$ cat src/rtl/alu_flag_pkg.sv
package alu_flag_pkg;

   typedef enum logic [3:0] {
      OP_ADD  = 4'd0,
      OP_ADC  = 4'd1,
      OP_SUB  = 4'd2,
      OP_SBB  = 4'd3,
      OP_CMP  = 4'd4,
      OP_INC  = 4'd5,
      OP_DEC  = 4'd6,
      OP_NEG  = 4'd7,
      OP_AND  = 4'd8,
      OP_OR   = 4'd9,
      OP_XOR  = 4'd10,
      OP_TEST = 4'd11,
      OP_NOT  = 4'd12
   } alu_op_e;

   // how the status flags are rewritten
   typedef enum logic [1:0] {
      FK_NONE,
      FK_ARITH,
      FK_KEEPC,
      FK_LOGIC
   } flag_kind_e;

   typedef enum logic [1:0] {
      BW_AND,
      BW_OR,
      BW_XOR,
      BW_NOT
   } bw_sel_e;

   // status flag positions inside the flag word
   localparam int FB_C = 0;
   localparam int FB_P = 2;
   localparam int FB_A = 4;
   localparam int FB_Z = 6;
   localparam int FB_S = 7;
   localparam int FB_O = 11;

endpackage

$ cat src/rtl/alu_addsub.sv
module alu_addsub #(
   parameter int W = 16
) (
   input  logic [W-1:0] x,
   input  logic [W-1:0] y,
   input  logic         cin,
   input  logic         sub,
   output logic [W-1:0] res,
   output logic         cout,
   output logic         aux,
   output logic         ovf
);

   if (W < 4) begin : g_bad_w
      $error("alu_addsub: W must be at least 4");
   end

   logic [W-1:0] y_eff;
   logic         c0;
   logic [W:0]   full;
   logic [4:0]   nib;

   // subtraction as x + ~y + ~borrow, carries inverted back afterwards
   always_comb begin
      y_eff = sub ? ~y : y;
      c0    = sub ? ~cin : cin;
      full  = {1'b0, x} + {1'b0, y_eff} + {{W{1'b0}}, c0};
      nib   = {1'b0, x[3:0]} + {1'b0, y_eff[3:0]} + {4'b0, c0};
      res   = full[W-1:0];
      cout  = full[W] ^ sub;
      aux   = nib[4] ^ sub;
      ovf   = (x[W-1] == y_eff[W-1]) && (full[W-1] != x[W-1]);
   end

endmodule

$ cat src/rtl/alu_bitwise.sv
module alu_bitwise
   import alu_flag_pkg::*;
#(
   parameter int W = 16
) (
   input  logic [W-1:0] a,
   input  logic [W-1:0] b,
   input  bw_sel_e      sel,
   output logic [W-1:0] y
);

   always_comb begin
      unique case (sel)
         BW_AND:  y = a & b;
         BW_OR:   y = a | b;
         BW_XOR:  y = a ^ b;
         default: y = ~a;
      endcase
   end

endmodule

$ cat src/rtl/alu_flag_merge.sv
module alu_flag_merge
   import alu_flag_pkg::*;
#(
   parameter int DATA_W = 16,
   parameter int BYTE_W = 8,
   parameter int FLAG_W = 16
) (
   input  logic [DATA_W-1:0] res,
   input  logic              wide,
   input  logic              c_new,
   input  logic              a_new,
   input  logic              o_new,
   input  flag_kind_e        kind,
   input  logic [FLAG_W-1:0] flags_in,
   output logic [FLAG_W-1:0] flags_out
);

   localparam logic [FLAG_W-1:0] STAT_MASK =
      (FLAG_W'(1) << FB_C) | (FLAG_W'(1) << FB_P) | (FLAG_W'(1) << FB_A) |
      (FLAG_W'(1) << FB_Z) | (FLAG_W'(1) << FB_S) | (FLAG_W'(1) << FB_O);

   logic s_new, z_new, p_new;

   always_comb begin
      s_new = wide ? res[DATA_W-1] : res[BYTE_W-1];
      z_new = wide ? (res == '0) : (res[BYTE_W-1:0] == '0);
      p_new = ~^res[7:0];
      flags_out = flags_in;
      unique case (kind)
         FK_ARITH, FK_KEEPC: begin
            flags_out[FB_O] = o_new;
            flags_out[FB_S] = s_new;
            flags_out[FB_Z] = z_new;
            flags_out[FB_A] = a_new;
            flags_out[FB_P] = p_new;
            if (kind == FK_ARITH) flags_out[FB_C] = c_new;
         end
         FK_LOGIC: begin
            flags_out[FB_O] = 1'b0;
            flags_out[FB_S] = s_new;
            flags_out[FB_Z] = z_new;
            flags_out[FB_A] = 1'b0;
            flags_out[FB_P] = p_new;
            flags_out[FB_C] = 1'b0;
         end
         default: ;
      endcase
   end

   // checks on the merged word
   always_comb begin
      p_keep_other_r11: assert ((flags_out & ~STAT_MASK) == (flags_in & ~STAT_MASK))
         else $error("non-status flag bit altered");
      if (kind == FK_NONE) begin
         p_none_hold_r7: assert (flags_out == flags_in)
            else $error("flag word changed on no-update operation");
      end
      if (kind == FK_LOGIC) begin
         p_logic_clear_r6: assert (!flags_out[FB_O] && !flags_out[FB_C] && !flags_out[FB_A])
            else $error("logic op left O, C or A set");
      end
   end

endmodule

$ cat src/rtl/alu_flag_unit.sv
module alu_flag_unit
   import alu_flag_pkg::*;
#(
   parameter int DATA_W    = 16,
   parameter int BYTE_W    = 8,
   parameter int FLAG_W    = 16,
   parameter bit NARROW_EN = 1'b1
) (
   input  logic [DATA_W-1:0] op_a,
   input  logic [DATA_W-1:0] op_b,
   input  logic [3:0]        op_code,
   input  logic              wide,
   input  logic [FLAG_W-1:0] flags_in,
   output logic [DATA_W-1:0] result,
   output logic              result_we,
   output logic [FLAG_W-1:0] flags_out
);

   localparam int HI_W = DATA_W - BYTE_W;
   localparam logic [DATA_W-1:0] ONE = {{(DATA_W-1){1'b0}}, 1'b1};

   if (DATA_W <= BYTE_W) begin : g_chk_w
      $error("alu_flag_unit: DATA_W must exceed BYTE_W");
   end
   if (BYTE_W < 8) begin : g_chk_b
      $error("alu_flag_unit: BYTE_W must be at least 8 for parity");
   end
   if (FLAG_W <= FB_O) begin : g_chk_f
      $error("alu_flag_unit: FLAG_W too narrow for flag positions");
   end

   alu_op_e           op;
   logic [DATA_W-1:0] ad_x, ad_y;
   logic              ad_cin, ad_sub, use_bw, we_d;
   bw_sel_e           bw_sel;
   flag_kind_e        kind;
   logic              wide_eff;

   assign op = alu_op_e'(op_code);

   // operation decode
   always_comb begin
      ad_x   = op_a;
      ad_y   = op_b;
      ad_cin = 1'b0;
      ad_sub = 1'b0;
      use_bw = 1'b0;
      bw_sel = BW_AND;
      kind   = FK_NONE;
      we_d   = 1'b0;
      case (op)
         OP_ADD:  begin kind = FK_ARITH; we_d = 1'b1; end
         OP_ADC:  begin kind = FK_ARITH; we_d = 1'b1; ad_cin = flags_in[FB_C]; end
         OP_SUB:  begin kind = FK_ARITH; we_d = 1'b1; ad_sub = 1'b1; end
         OP_SBB:  begin kind = FK_ARITH; we_d = 1'b1; ad_sub = 1'b1; ad_cin = flags_in[FB_C]; end
         OP_CMP:  begin kind = FK_ARITH; ad_sub = 1'b1; end
         OP_INC:  begin kind = FK_KEEPC; we_d = 1'b1; ad_y = ONE; end
         OP_DEC:  begin kind = FK_KEEPC; we_d = 1'b1; ad_y = ONE; ad_sub = 1'b1; end
         OP_NEG:  begin kind = FK_ARITH; we_d = 1'b1; ad_x = '0; ad_y = op_a; ad_sub = 1'b1; end
         OP_AND:  begin kind = FK_LOGIC; we_d = 1'b1; use_bw = 1'b1; bw_sel = BW_AND; end
         OP_OR:   begin kind = FK_LOGIC; we_d = 1'b1; use_bw = 1'b1; bw_sel = BW_OR; end
         OP_XOR:  begin kind = FK_LOGIC; we_d = 1'b1; use_bw = 1'b1; bw_sel = BW_XOR; end
         OP_TEST: begin kind = FK_LOGIC; use_bw = 1'b1; bw_sel = BW_AND; end
         OP_NOT:  begin we_d = 1'b1; use_bw = 1'b1; bw_sel = BW_NOT; end
         default: ;
      endcase
   end

   // full-width adder
   logic [DATA_W-1:0] wd_res;
   logic              wd_c, wd_a, wd_o;

   alu_addsub #(.W(DATA_W)) u_add_word (
      .x(ad_x), .y(ad_y), .cin(ad_cin), .sub(ad_sub),
      .res(wd_res), .cout(wd_c), .aux(wd_a), .ovf(wd_o)
   );

   // optional byte-width adder
   logic [BYTE_W-1:0] nr_res;
   logic              nr_c, nr_o;

   if (NARROW_EN) begin : g_narrow
      logic nr_a_unused;
      alu_addsub #(.W(BYTE_W)) u_add_byte (
         .x(ad_x[BYTE_W-1:0]), .y(ad_y[BYTE_W-1:0]), .cin(ad_cin), .sub(ad_sub),
         .res(nr_res), .cout(nr_c), .aux(nr_a_unused), .ovf(nr_o)
      );
      assign wide_eff = wide;
   end else begin : g_word_only
      assign nr_res   = '0;
      assign nr_c     = 1'b0;
      assign nr_o     = 1'b0;
      assign wide_eff = 1'b1;
   end

   logic [DATA_W-1:0] bw_res;

   alu_bitwise #(.W(DATA_W)) u_bitwise (
      .a(op_a), .b(op_b), .sel(bw_sel), .y(bw_res)
   );

   // result assembly: byte mode keeps operand A's upper byte
   logic [DATA_W-1:0] ar_out, bw_out;
   logic              c_sel, o_sel;

   always_comb begin
      ar_out = wide_eff ? wd_res : {op_a[DATA_W-1 -: HI_W], nr_res};
      bw_out = wide_eff ? bw_res : {op_a[DATA_W-1 -: HI_W], bw_res[BYTE_W-1:0]};
      result = use_bw ? bw_out : ar_out;
      c_sel  = wide_eff ? wd_c : nr_c;
      o_sel  = wide_eff ? wd_o : nr_o;
   end

   assign result_we = we_d;

   alu_flag_merge #(.DATA_W(DATA_W), .BYTE_W(BYTE_W), .FLAG_W(FLAG_W)) u_merge (
      .res(result), .wide(wide_eff), .c_new(c_sel), .a_new(wd_a), .o_new(o_sel),
      .kind(kind), .flags_in(flags_in), .flags_out(flags_out)
   );

   // port-level checks
   logic a_nz;
   logic res_zero;
   assign a_nz     = wide_eff ? (op_a != '0) : (op_a[BYTE_W-1:0] != '0);
   assign res_zero = wide_eff ? (result == '0) : (result[BYTE_W-1:0] == '0);

   always_comb begin
      if (op == OP_CMP || op == OP_TEST) begin
         p_cmp_test_nowb_r3: assert (!result_we)
            else $error("compare/test requested a write");
      end
      if (op == OP_INC || op == OP_DEC) begin
         p_incdec_keepc_r4: assert (flags_out[FB_C] == flags_in[FB_C])
            else $error("inc/dec altered carry");
      end
      if (op == OP_NEG) begin
         p_neg_carry_r5: assert (flags_out[FB_C] == a_nz)
            else $error("negate carry does not track nonzero operand");
      end
      if (kind == FK_ARITH || kind == FK_KEEPC) begin
         p_zero_match_r1: assert (flags_out[FB_Z] == res_zero)
            else $error("zero flag disagrees with result");
      end
   end

endmodule

$ cat config.mk
export PLATFORM = sky130hd
export DESIGN_NAME = alu_flag_unit
export DESIGN_NICKNAME = d
export VERILOG_FILES = /design/src/rtl/alu_flag_pkg.sv /design/src/rtl/alu_addsub.sv /design/src/rtl/alu_bitwise.sv /design/src/rtl/alu_flag_merge.sv /design/src/rtl/alu_flag_unit.sv
export SDC_FILE = /design/constraint.sdc
export NUM_CORES = 1
export LEC_CHECK = 0
export BUFFER_PORTS_ARGS = -buffer_cell sky130_fd_sc_hd__buf_2
export CAP_MARGIN = 0
export CORE_ASPECT_RATIO = 0.75
export CORE_MARGIN = 2
export CORE_UTILIZATION = 48
export DETAILED_ROUTE_END_ITERATION = 7
export PLACE_DENSITY = 0.76
export SLEW_MARGIN = 10
export SYNTH_ARGS = -nofsm -noshare
export SYNTH_HDL_FRONTEND = slang
export SYNTH_SLANG_ARGS = --single-unit
$ cat constraint.sdc
create_clock -name vclk -period 6
set_clock_uncertainty 0.05 [all_clocks]
set_input_delay 0.9 -clock vclk [all_inputs]
set_output_delay 0.9 -clock vclk [all_outputs]
set_load 0.005 [all_outputs]
==> summary.md <==
| Metric | Value |
|---|---|
| Status | complete, no violations |
| Clock buffers | 0 |
| Cts repair resizes | 0 |
| # nets final | 605 |
| Largest cells by area after synthesis | ha_1, a21oi_1, inv_1 |
| Leading area contributor after synthesis | ha_1 |
| Vias in the first global route | 3265 |
| Most frequent cells in the layout | buf_2, a21oi_1, ha_1 |
| Core Box Area | 0.00626 sq mm |
| Syn Inst Count | 462 |
| Gpl congestion | 0.967 |
| Crit share post-route | 95.1% |
| Vias/cell | 6.46 |
| Grt total ovfl | 0 |
| Crit path max-delay family | compound AO/OA/AOI/OAI gates |
| Syn Nets | 570 |
| Post-synthesis xor/xnor area fraction | 5.41% |
| Syn_area_per_cell | 6.66 sq um |
| Largest family of logic cells by synthesized area | compound AO/OA/AOI/OAI gates |
| P_sw | 0.234 mW |
| Register area share after synthesis | 0% |
| Min cycle time layout | 5.71 ns |
| Most Crowded Layer GR | met2 |
| TNS Setup | 0 ns |
| Final WL | 9950 um |
| Slowest cell on crit path | fa_1 |
| DP HPWL | 7640 um |
| Met1 Resource Use GR | 40.9% |
| Simple-gate share of the synthesized area | 13.5% |
| Sw frac | 56.3% |
| Overall power | 0.417 mW |
| Rel. slew slack | 25.9% |
| N_diodes | 0 |
| Worst slew pin tran | 1.11 ns |
| # setup viols final | 0 |
| Commonest non-fill, non-tap cell in the layout | buf_2 |
| Largest net degree at the start of global routing | 37 |
| Total die area | 0.00707 sq mm |
| Slew Viols, Final | 0 |
| Area of the mapped netlist | 0.00308 sq mm |
| Initial Util | 49.2% |
| Die H | 73.3 um |
| Crit-path cells | clkbuf_4 -> inv_1 -> o21ai_0 -> o21ai_0 -> a22oi_1 -> o22a_1 -> fa_1 -> inv_1 -> fa_1 -> nor2b_1 -> o2111ai_1 -> a211o_1 -> a31oi_1 -> xor2_1 -> a21o_1 -> nor3_1 -> nor4b_2 -> a21o_1 -> buf_2 |
| CP max stage delay | 0.37 ns |
| Sequential cell area | 0 sq um |
| Flop pwr share | 0% |
| Post-CTS Hold Buffers | 0 |
| I/O pin count | 86 |
| Pleak | 1.69 nW |
| Class of the tightest hold or removal check | input pin to primary output |
| Met3 Resource Use GR | 3.28% |
| Clock power frac | 0% |
| Final Hold Viols | 0 |
| CP Data Arrival Time | 4.76 ns |
| Adder-Cell Fraction of Synth Area | 22.9% |
| FFs & Latches | 0 |
| Row count | 25 |
| Initial DRC count | 385 |
| Yosys warns | 0 |
| RSZ-0062 raised after global routing | false |
| Share of the synthesized area in the top cell type | 21.6% |
| GRT Total Usage | 27.8% |
| Internal power | 0.182 mW |
| First-pass GRT wire length | 15700 um |
| Count of cell types in the netlist | 59 |
| Grt met2 use | 42.7% |
| Residual DRC count | 0 |
| Crit. End Element | primary output |
| Port bufs | 66 |
| Combinational share of power | 100.0% |
| Layout area overhead | 9.68% |
| Crit start category | input pin |
| Synth Area in Compound Gates | 42.8% |
| Max-Cap Viols | 0 |
| Setup bufs post-CTS | 0 |
| Drt first pass iters | 5 |
| DR WL/cell | 17.3 um |
| Crit Path Class | input pin to primary output |
| Crit-path max FO | 19 |
| Max IR drop VDD | 46.3 uV |
| Layout cells sized above 1 | 17.6% |
| WP data required | 5.05 ns |
| Final ANT Viol Nets | 0 |
| PD cells | 123 mW/mm^2 |
| Initial antenna violation count | 0 |
| Worst hold slack | 1.75 ns |
| Die W | 96.4 um |
| Total number of vias | 3723 |
| Fmax | 0.175 GHz |
| Buf+Inv Stages, Crit Path | 4 |
| Post-synthesis mux area share | 1.67% |
[routing by layer]
| metal | up-vias | part of all wire [%] |
|---|---|---|
| li1 | 1767 | - |
| met1 | 1702 | 43 |
| met2 | 225 | 42 |
| met3 | 29 | 12 |
| met4 | 0 | 2.6 |
| met5 | - | 0 |
[logic make-up after synthesis]
| group | Yosys count |
|---|---|
| compound gates | 205 |
| buf+inv | 96 |
| simple gates | 82 |
| fa+ha+maj | 55 |
| xor+xnor | 19 |
| mux | 5 |
[per-stage QoR]
stage	setup slack (ns)	util, %	area, sq um	instances
3_3_place_gp	0.408	53.9	3370	576
6_report	0.293	53.9	3370	576
3_5_place_dp	0.206	53.9	3370	576
5_1_grt	0.0674	53.9	3370	576
4_1_cts	0.166	53.9	3370	576
2_1_floorplan	0.300	-	3080	462
[power by group through the flow]
stage               registers, mW  logic (mW)  clock network (mW)
finish                          0       0.417                   0
global route                    0       0.464                   0
CTS                             0       0.411                   0
detailed placement              0       0.408                   0
global placement                0       0.400                   0
floorplan                       0       0.292                   0
[synth_stat cells (3+ instances only)]
cell type  instances
mux2i_1            4
a31oi_1           20
ha_1              53
a221oi_1           9
nand2b_1           4
a221o_1            5
o22ai_1           17
or2_2              3
nand2_1           20
nand3_1            6
clkbuf_1          24
o21ai_1            4
nor3_1             5
a21oi_1           53
a21o_1            12
buf_1              6
o21ai_0           35
buf_6              3
inv_1             49
nor2b_1            6
xnor2_1           12
a211oi_1           7
nor2_1            23
o211ai_1           4
xor2_1             7
a22oi_1           16
buf_4             10
buf_2              3
[cell type report]
class	count	area [sq um]
Inverter	50	188
Tap cell	81	101
Multi-Input combinational cell	366	2660
Timing Repair Buffer	79	430
Fill cell	640	2880
[final timing paths]
path                      from             to  cells after the start
setup / recovery    op_code[0]   flags_out[6]                     19
hold / removal    flags_in[13]  flags_out[13]                      0
(Power assumes the default switching activity.)
